==> config.mk <==
export PLATFORM = sky130hd
export DESIGN_NAME = synth_prog_if
export DESIGN_NICKNAME = d
export VERILOG_FILES = /design/src/rtl/synth_prog_pkg.sv /design/src/rtl/synth_prog_shifter.sv /design/src/rtl/synth_prog_decoder.sv /design/src/rtl/synth_prog_astage.sv /design/src/rtl/synth_prog_if.sv
export SDC_FILE = /design/constraint.sdc
export NUM_CORES = 1
export LEC_CHECK = 0
export BUFFER_PORTS_ARGS = -buffer_cell sky130_fd_sc_hd__buf_2
export CORE_AREA = 2 2 109 111
export CTS_CLUSTER_DIAMETER = 150
export DETAILED_ROUTE_END_ITERATION = 10
export DIE_AREA = 0 0 111 113
export PLACE_DENSITY = 0.79
export SLEW_MARGIN = 20
export SYNTH_ARGS = -nofsm -noshare
export SYNTH_HDL_FRONTEND = slang
export SYNTH_HIERARCHICAL = 1
export SYNTH_SLANG_ARGS = --single-unit
==> constraint.sdc <==
create_clock -name clk -period 3.6 [get_ports clk]
set_input_delay 0.18 -clock clk [delete_from_list [all_inputs] [get_ports clk]]
set_output_delay 0.18 -clock clk [all_outputs]
set_load 0.05 [all_outputs]
==> src/rtl/synth_prog_pkg.sv <==
package synth_prog_pkg;
  localparam int WORD_W    = 24;
  localparam int NUM_WORDS = 4;
  localparam int NMAIN_W   = 16;
  localparam int NF_W      = 3;
  localparam int NREF_W    = 10;
  localparam int SEL_W     = 2;
  localparam int FDAC_W    = 8;
  localparam int NAUX_W    = 14;
  localparam int PWR_W     = 8;
  localparam int TEST_W    = 6;

  typedef enum logic [1:0] {W_A = 2'd0, W_B = 2'd1, W_C = 2'd2, W_D = 2'd3} word_e;

  localparam logic [1:0] CODE_A = 2'b00;
  localparam logic [1:0] CODE_B = 2'b01;
  localparam logic [1:0] CODE_C = 2'b10;
  localparam logic [2:0] CODE_D = 3'b110;

  typedef struct packed {
    logic              fmod;
    logic [NF_W-1:0]   nf;
    logic [NMAIN_W-1:0] nmain;
  } a_fields_t;

  typedef struct packed {
    logic [NREF_W-1:0] nref;
    logic [SEL_W-1:0]  rsm;
    logic [SEL_W-1:0]  rsa;
    logic [FDAC_W-1:0] fdac;
  } b_fields_t;

  typedef struct packed {
    logic [NAUX_W-1:0] naux;
    logic [SEL_W-1:0]  cp;
    logic [SEL_W-1:0]  lock_sel;
    logic              main_en;
    logic              aux_en;
  } c_fields_t;

  typedef struct packed {
    logic [PWR_W-1:0]  pwr;
    logic [SEL_W-1:0]  mdiv;
    logic              offset_en;
    logic              tm;
    logic              ad;
    logic              txlo_en;
    logic              rclk_en;
    logic [TEST_W-1:0] test;
  } d_fields_t;

  localparam int A_W = $bits(a_fields_t);
  localparam int B_W = $bits(b_fields_t);
  localparam int C_W = $bits(c_fields_t);
  localparam int D_W = $bits(d_fields_t);

  localparam a_fields_t A_DEF = '{fmod: 1'b0, nf: '0, nmain: 16'd1000};
  localparam b_fields_t B_DEF = '{nref: 10'd81, rsm: '0, rsa: '0, fdac: 8'd80};
  localparam c_fields_t C_DEF = '{naux: 14'd458, cp: '0, lock_sel: '0,
                                  main_en: 1'b0, aux_en: 1'b0};
  localparam d_fields_t D_DEF = '0;

  function automatic a_fields_t get_a(input logic [WORD_W-1:0] w);
    return a_fields_t'(w[WORD_W-3 -: A_W]);
  endfunction
  function automatic b_fields_t get_b(input logic [WORD_W-1:0] w);
    return b_fields_t'(w[WORD_W-3 -: B_W]);
  endfunction
  function automatic c_fields_t get_c(input logic [WORD_W-1:0] w);
    return c_fields_t'(w[WORD_W-3 -: C_W]);
  endfunction
  function automatic d_fields_t get_d(input logic [WORD_W-1:0] w);
    return d_fields_t'(w[WORD_W-4 -: D_W]);
  endfunction
endpackage

==> src/rtl/synth_prog_shifter.sv <==
module synth_prog_shifter #(
  parameter int W = 24
) (
  input  logic         clk,
  input  logic         rst,
  input  logic         ser_clk,
  input  logic         ser_dat,
  input  logic         ser_stb,
  output logic [W-1:0] shreg,
  output logic         stb_rise,
  output logic         stb_high
);
  logic sclk_q, sclk_d, dat_q, stb_q, stb_d;
  logic shift_en;

  assign shift_en = sclk_q & ~sclk_d & ~stb_q;
  assign stb_rise = stb_q & ~stb_d;
  assign stb_high = stb_q;

  always_ff @(posedge clk) begin
    if (rst) begin
      sclk_q <= 1'b0;
      sclk_d <= 1'b0;
      dat_q  <= 1'b0;
      stb_q  <= 1'b0;
      stb_d  <= 1'b0;
      shreg  <= '0;
    end else begin
      sclk_q <= ser_clk;
      sclk_d <= sclk_q;
      dat_q  <= ser_dat;
      stb_q  <= ser_stb;
      stb_d  <= stb_q;
      if (shift_en) shreg <= {dat_q, shreg[W-1:1]};
    end
  end


  hold_while_high_chk: assert property (@(posedge clk) disable iff (rst)
    stb_q |=> $stable(shreg));

  shift_lsb_first_chk: assert property (@(posedge clk) disable iff (rst)
    shift_en |=> (shreg[W-1] == $past(dat_q)) && (shreg[W-2:0] == $past(shreg[W-1:1])));
endmodule

==> src/rtl/synth_prog_decoder.sv <==
module synth_prog_decoder
  import synth_prog_pkg::*;
#(
  parameter int W  = WORD_W,
  parameter int NW = NUM_WORDS
) (
  input  logic          clk,
  input  logic          rst,
  input  logic [W-1:0]  word,
  input  logic          stb_rise,
  output logic [NW-1:0] hit_q,
  output logic [W-1:0]  word_q
);
  logic [NW-1:0] hit;

  always_comb begin
    hit = '0;
    if (stb_rise) begin
      if (word[W-1 -: 2] == CODE_A)      hit[W_A] = 1'b1;
      else if (word[W-1 -: 2] == CODE_B) hit[W_B] = 1'b1;
      else if (word[W-1 -: 2] == CODE_C) hit[W_C] = 1'b1;
      else if (word[W-1 -: 3] == CODE_D) hit[W_D] = 1'b1;
    end
  end

  always_ff @(posedge clk) begin
    if (rst) begin
      hit_q  <= '0;
      word_q <= '0;
    end else begin
      hit_q <= hit;
      if (stb_rise) word_q <= word;
    end
  end


  single_target_chk: assert property (@(posedge clk) disable iff (rst)
    $onehot0(hit_q));

  one_load_per_high_chk: assert property (@(posedge clk) disable iff (rst)
    (hit_q != '0) |=> (hit_q == '0));

  invalid_code_chk: assert property (@(posedge clk) disable iff (rst)
    (stb_rise && word[W-1 -: 3] == 3'b111) |=> (hit_q == '0));
endmodule

==> src/rtl/synth_prog_astage.sv <==
module synth_prog_astage
  import synth_prog_pkg::*;
(
  input  logic              clk,
  input  logic              rst,
  input  logic              ld_a,
  input  a_fields_t         a_in,
  input  logic              ld_b,
  input  logic [FDAC_W-1:0] fdac_in,
  input  logic              div_sync,
  input  logic              stb_high,
  output a_fields_t         a_work,
  output logic [FDAC_W-1:0] fdac_work,
  output logic              speedup,
  output logic              commit
);
  a_fields_t         pend_a;
  logic              pend_v;
  logic [FDAC_W-1:0] fdac_tmp;
  logic              commit_now;

  assign commit_now = div_sync & pend_v;

  always_ff @(posedge clk) begin
    if (rst) begin
      a_work    <= A_DEF;
      pend_a    <= A_DEF;
      pend_v    <= 1'b0;
      fdac_tmp  <= B_DEF.fdac;
      fdac_work <= B_DEF.fdac;
      speedup   <= 1'b0;
      commit    <= 1'b0;
    end else begin
      if (commit_now) begin
        a_work    <= pend_a;
        fdac_work <= fdac_tmp;
      end
      if (ld_a) begin
        pend_a <= a_in;
        pend_v <= 1'b1;
      end else if (commit_now) begin
        pend_v <= 1'b0;
      end
      if (ld_b) fdac_tmp <= fdac_in;
      speedup <= stb_high & (speedup | commit_now);
      commit  <= commit_now;
    end
  end


  commit_on_sync_chk: assert property (@(posedge clk) disable iff (rst)
    !div_sync |=> ($stable(a_work) && $stable(fdac_work)));

  pending_kept_chk: assert property (@(posedge clk) disable iff (rst)
    (pend_v && !div_sync && !ld_a) |=> (pend_v && $stable(pend_a)));

  load_and_sync_chk: assert property (@(posedge clk) disable iff (rst)
    (ld_a && commit_now) |=> (pend_v && a_work == $past(pend_a)));

  speedup_needs_strobe_chk: assert property (@(posedge clk) disable iff (rst)
    !stb_high |=> !speedup);
endmodule

==> src/rtl/synth_prog_if.sv <==
module synth_prog_if
  import synth_prog_pkg::*;
(
  input  logic               clk,
  input  logic               rst,
  input  logic               ser_clk,
  input  logic               ser_dat,
  input  logic               ser_stb,
  input  logic               div_sync,
  output logic               fmod,
  output logic [NF_W-1:0]    nf,
  output logic [NMAIN_W-1:0] nmain,
  output logic [FDAC_W-1:0]  fdac,
  output logic               speedup,
  output logic [NREF_W-1:0]  nref,
  output logic [SEL_W-1:0]   rsm,
  output logic [SEL_W-1:0]   rsa,
  output logic [NAUX_W-1:0]  naux,
  output logic [SEL_W-1:0]   cp_sel,
  output logic [SEL_W-1:0]   lock_sel,
  output logic               main_en,
  output logic               aux_en,
  output logic [PWR_W-1:0]   pwr_att,
  output logic [SEL_W-1:0]   mdiv_sel,
  output logic               offset_en,
  output logic               tx_mode,
  output logic               dig_mode,
  output logic               txlo_buf_en,
  output logic               rclk_buf_en,
  output logic [TEST_W-1:0]  pa_test,
  output logic [NUM_WORDS-1:0] word_ld
);
  logic [WORD_W-1:0]    shreg, word_q;
  logic                 stb_rise, stb_high;
  logic [NUM_WORDS-1:0] hit_q;
  logic [NUM_WORDS-1:1] grp_ld;
  a_fields_t            a_work;
  b_fields_t            b_q, b_in;
  c_fields_t            c_q;
  d_fields_t            d_q;
  logic                 a_commit;

  synth_prog_shifter #(.W(WORD_W)) u_shift (
    .clk(clk), .rst(rst), .ser_clk(ser_clk), .ser_dat(ser_dat), .ser_stb(ser_stb),
    .shreg(shreg), .stb_rise(stb_rise), .stb_high(stb_high));

  synth_prog_decoder #(.W(WORD_W), .NW(NUM_WORDS)) u_dec (
    .clk(clk), .rst(rst), .word(shreg), .stb_rise(stb_rise),
    .hit_q(hit_q), .word_q(word_q));

  assign b_in = get_b(word_q);

  synth_prog_astage u_astage (
    .clk(clk), .rst(rst),
    .ld_a(hit_q[W_A]), .a_in(get_a(word_q)),
    .ld_b(hit_q[W_B]), .fdac_in(b_in.fdac),
    .div_sync(div_sync), .stb_high(stb_high),
    .a_work(a_work), .fdac_work(fdac), .speedup(speedup), .commit(a_commit));

  always_ff @(posedge clk) begin
    if (rst) begin
      b_q    <= B_DEF;
      c_q    <= C_DEF;
      d_q    <= D_DEF;
      grp_ld <= '0;
    end else begin
      if (hit_q[W_B]) b_q <= b_in;
      if (hit_q[W_C]) c_q <= get_c(word_q);
      if (hit_q[W_D]) d_q <= get_d(word_q);
      grp_ld <= hit_q[NUM_WORDS-1:1];
    end
  end

  assign word_ld     = {grp_ld, a_commit};
  assign fmod        = a_work.fmod;
  assign nf          = a_work.nf;
  assign nmain       = a_work.nmain;
  assign nref        = b_q.nref;
  assign rsm         = b_q.rsm;
  assign rsa         = b_q.rsa;
  assign naux        = c_q.naux;
  assign cp_sel      = c_q.cp;
  assign lock_sel    = c_q.lock_sel;
  assign main_en     = c_q.main_en;
  assign aux_en      = c_q.aux_en;
  assign pwr_att     = d_q.pwr;
  assign mdiv_sel    = d_q.mdiv;
  assign offset_en   = d_q.offset_en;
  assign tx_mode     = d_q.tm;
  assign dig_mode    = d_q.ad;
  assign txlo_buf_en = d_q.txlo_en;
  assign rclk_buf_en = d_q.rclk_en;
  assign pa_test     = d_q.test;


  d_group_gated_chk: assert property (@(posedge clk) disable iff (rst)
    !hit_q[W_D] |=> $stable(d_q));

  c_group_gated_chk: assert property (@(posedge clk) disable iff (rst)
    !hit_q[W_C] |=> $stable(c_q));

  ld_pulse_chk: assert property (@(posedge clk) disable iff (rst)
    (grp_ld != '0) |=> (grp_ld == '0));
endmodule

==> results.json <==
{
  "status": "finished, final reports clean",
  "viasPerCell": 5.249,
  "drtIter0Drc": 369,
  "route.top_layer_used": "met4",
  "postRouteAntennaNets": 0,
  "fin_cells": 807,
  "setup_viol": 0,
  "grt_pass1_vias": 4080,
  "clk_latency_ps": 410,
  "min_path_type": "input port to register",
  "cts_tree": "done",
  "p_leak_nw": 2.990,
  "rrSetupSlack_ps": 1660,
  "startpoint_type": "register",
  "finalHoldViolations": 0,
  "place_inst": 772,
  "placed_area_um2": 6680,
  "p_comb_share_pct": 2.8,
  "gr-usage-all-layers_pct": 21.08,
  "synthesis.area_um2": 6355,
  "arrival_ps": 2240,
  "core_um2": 11270,
  "hpwl_mm": 8.449,
  "fin_total_pwr_mw": 3.918,
  "rsz0062_at_grt": "no",
  "final_common_cell": "dfxtp_1",
  "gp_congestion": 0.7771,
  "layout-drive-gt1-share_pct": 23.80,
  "worst-path-max-fanout": 32,
  "syn_to_final_growth_pct": 15.40,
  "routed_wl_mm": 13.04,
  "cp_cell_sequence": "buf_4 > nand2_4 > a211o_1",
  "slew_headroom_pct": 26.05,
  "synth_nets": 584,
  "power_switching_uw": 839.7,
  "num_io_pins": 94,
  "drv_cap": 0,
  "power.density_nw_per_um2": 534.2,
  "yosysWarnings": 6,
  "cts_resized": 0,
  "max_stage_delay_ps": 1000,
  "path_class": "register to register",
  "antenna_cells": 0,
  "clockPowerShare_pct": 48.0,
  "crit_family": "flip-flops",
  "firstDrtPassIters": 5,
  "final_util_pct": 65.06,
  "portBuffers": 93,
  "die_area_um2": 12540,
  "drv_slew": 0,
  "min_period_over_period_pct": 53.83,
  "worstSetupEndpointType": "register",
  "skew_ps": 10.04,
  "drc_errors": 0,
  "antenna_found_initial": 0,
  "dieWidth_um": 111,
  "switching_share_pct": 21.43,
  "crit_required_ps": 3900,
  "final_cell_area_um2": 7333,
  "fp-row-count": 39,
  "cts_buffer_depth": 2,
  "vias": 4236,
  "wl_met3_um": 512,
  "wl_met2_mm": 6.299,
  "fmaxAchievable_ghz": 0.5160,
  "layout_common_cells": "dfxtp_1 (169), mux2i_1 (113), buf_2 (92), nor2_1 (91), nand2b_1 (26)",
  "fp.dieH_um": 113,
  "initial_core_util_pct": 56.38,
  "tns_ps": 0,
  "ir_drop_mv": 0.3751,
  "worst-path-buf-inv": 1,
  "clock_sinks": 172,
  "routedWlPerCell_um": 16.16,
  "htree_num_levels": 4,
  "grt_first_pass_wirelength_mm": 21.09,
  "wl_met1_mm": 6.108,
  "layout_min_cycle_time_ps": 1938,
  "p_int_mw": 3.078,
  "clk_pin_slew_ps": 70,
  "syn_area_per_cell_um2": 10.99,
  "final_nets": 657,
  "seqPwrFrac_pct": 49.2,
  "synthCells": 578,
  "grt_overflow": 0,
  "worst_pin_slew_ps": 1109,
  "root_buffer": "clkbuf_16",
  "crit_path_top_delay_cell": "dfxtp_1",
  "grt_max_degree": 106,
  "numCtsBuffers": 17
}
[area by class of cell]
class,instances,area (µm²)
repair buffers,102,543.0
well taps,143,178.9
inverters,1,3.754
clock buffers,18,439.2
fillers,856,3939
clock inverters,14,181.4
multi-input cells,357,2540
flip-flops and latches,172,3447
[power groups by stage]
stage          sequential [mW]  clock (mW)  combinational, mW
3_5_place_dp              1.97           0              0.105
6_report                  1.93        1.88              0.108
2_1_floorplan             1.97           0             0.0985
5_1_grt                   1.93        2.00              0.117
4_1_cts                   1.93        1.92              0.108
3_3_place_gp              1.97           0              0.102
[final timing paths]
check / startpoint / cells past startpoint / end
worst max-delay path: u_astage/pend_v / 3 / u_astage/fdac_work[4]
worst min-delay path: rst / 2 / pa_test[4]
worst max register to register: u_astage/pend_v / 3 / u_astage/fdac_work[4]
worst min register to register: u_shift/shreg[21] / 1 / u_dec/hit_q[3]
[state kept, by name (all words and copies together), names as in the netlist, 2 cells and up]
signal,cells
u_shift/shreg,24
u_astage/a_work,20
mdiv_sel,2
rsm,2
pwr_att,8
grp_ld,3
rsa,2
u_astage/fdac_tmp,8
nref,10
u_dec/hit_q,4
pa_test,6
u_astage/pend_a,20
lock_sel,2
u_dec/word_q,22
cp_sel,2
u_astage/fdac_work,8
naux,14
[repair_timing]
action,CTS,global route
hold endpoints to repair,3,0
setup buffers,0,0
hold buffers,3,0
endpoints found under the setup margin,0,0
[per-stage QoR]
step,hold slack [ps],worst slack (ps)
floorplan,308.2,2450
global placement,395.8,1809
detailed placement,394.6,1680
CTS,357.8,1666
global route,402.1,1524
finish,354.9,1662
[per-layer routing]
metal	vias to the layer above	GRT usage (%)
met4	0	6.833
met3	8	5.785
li1	2119	-
met1	2033	28.37
met2	76	33.25
met5	-	0
(Power assumes the default switching activity.)
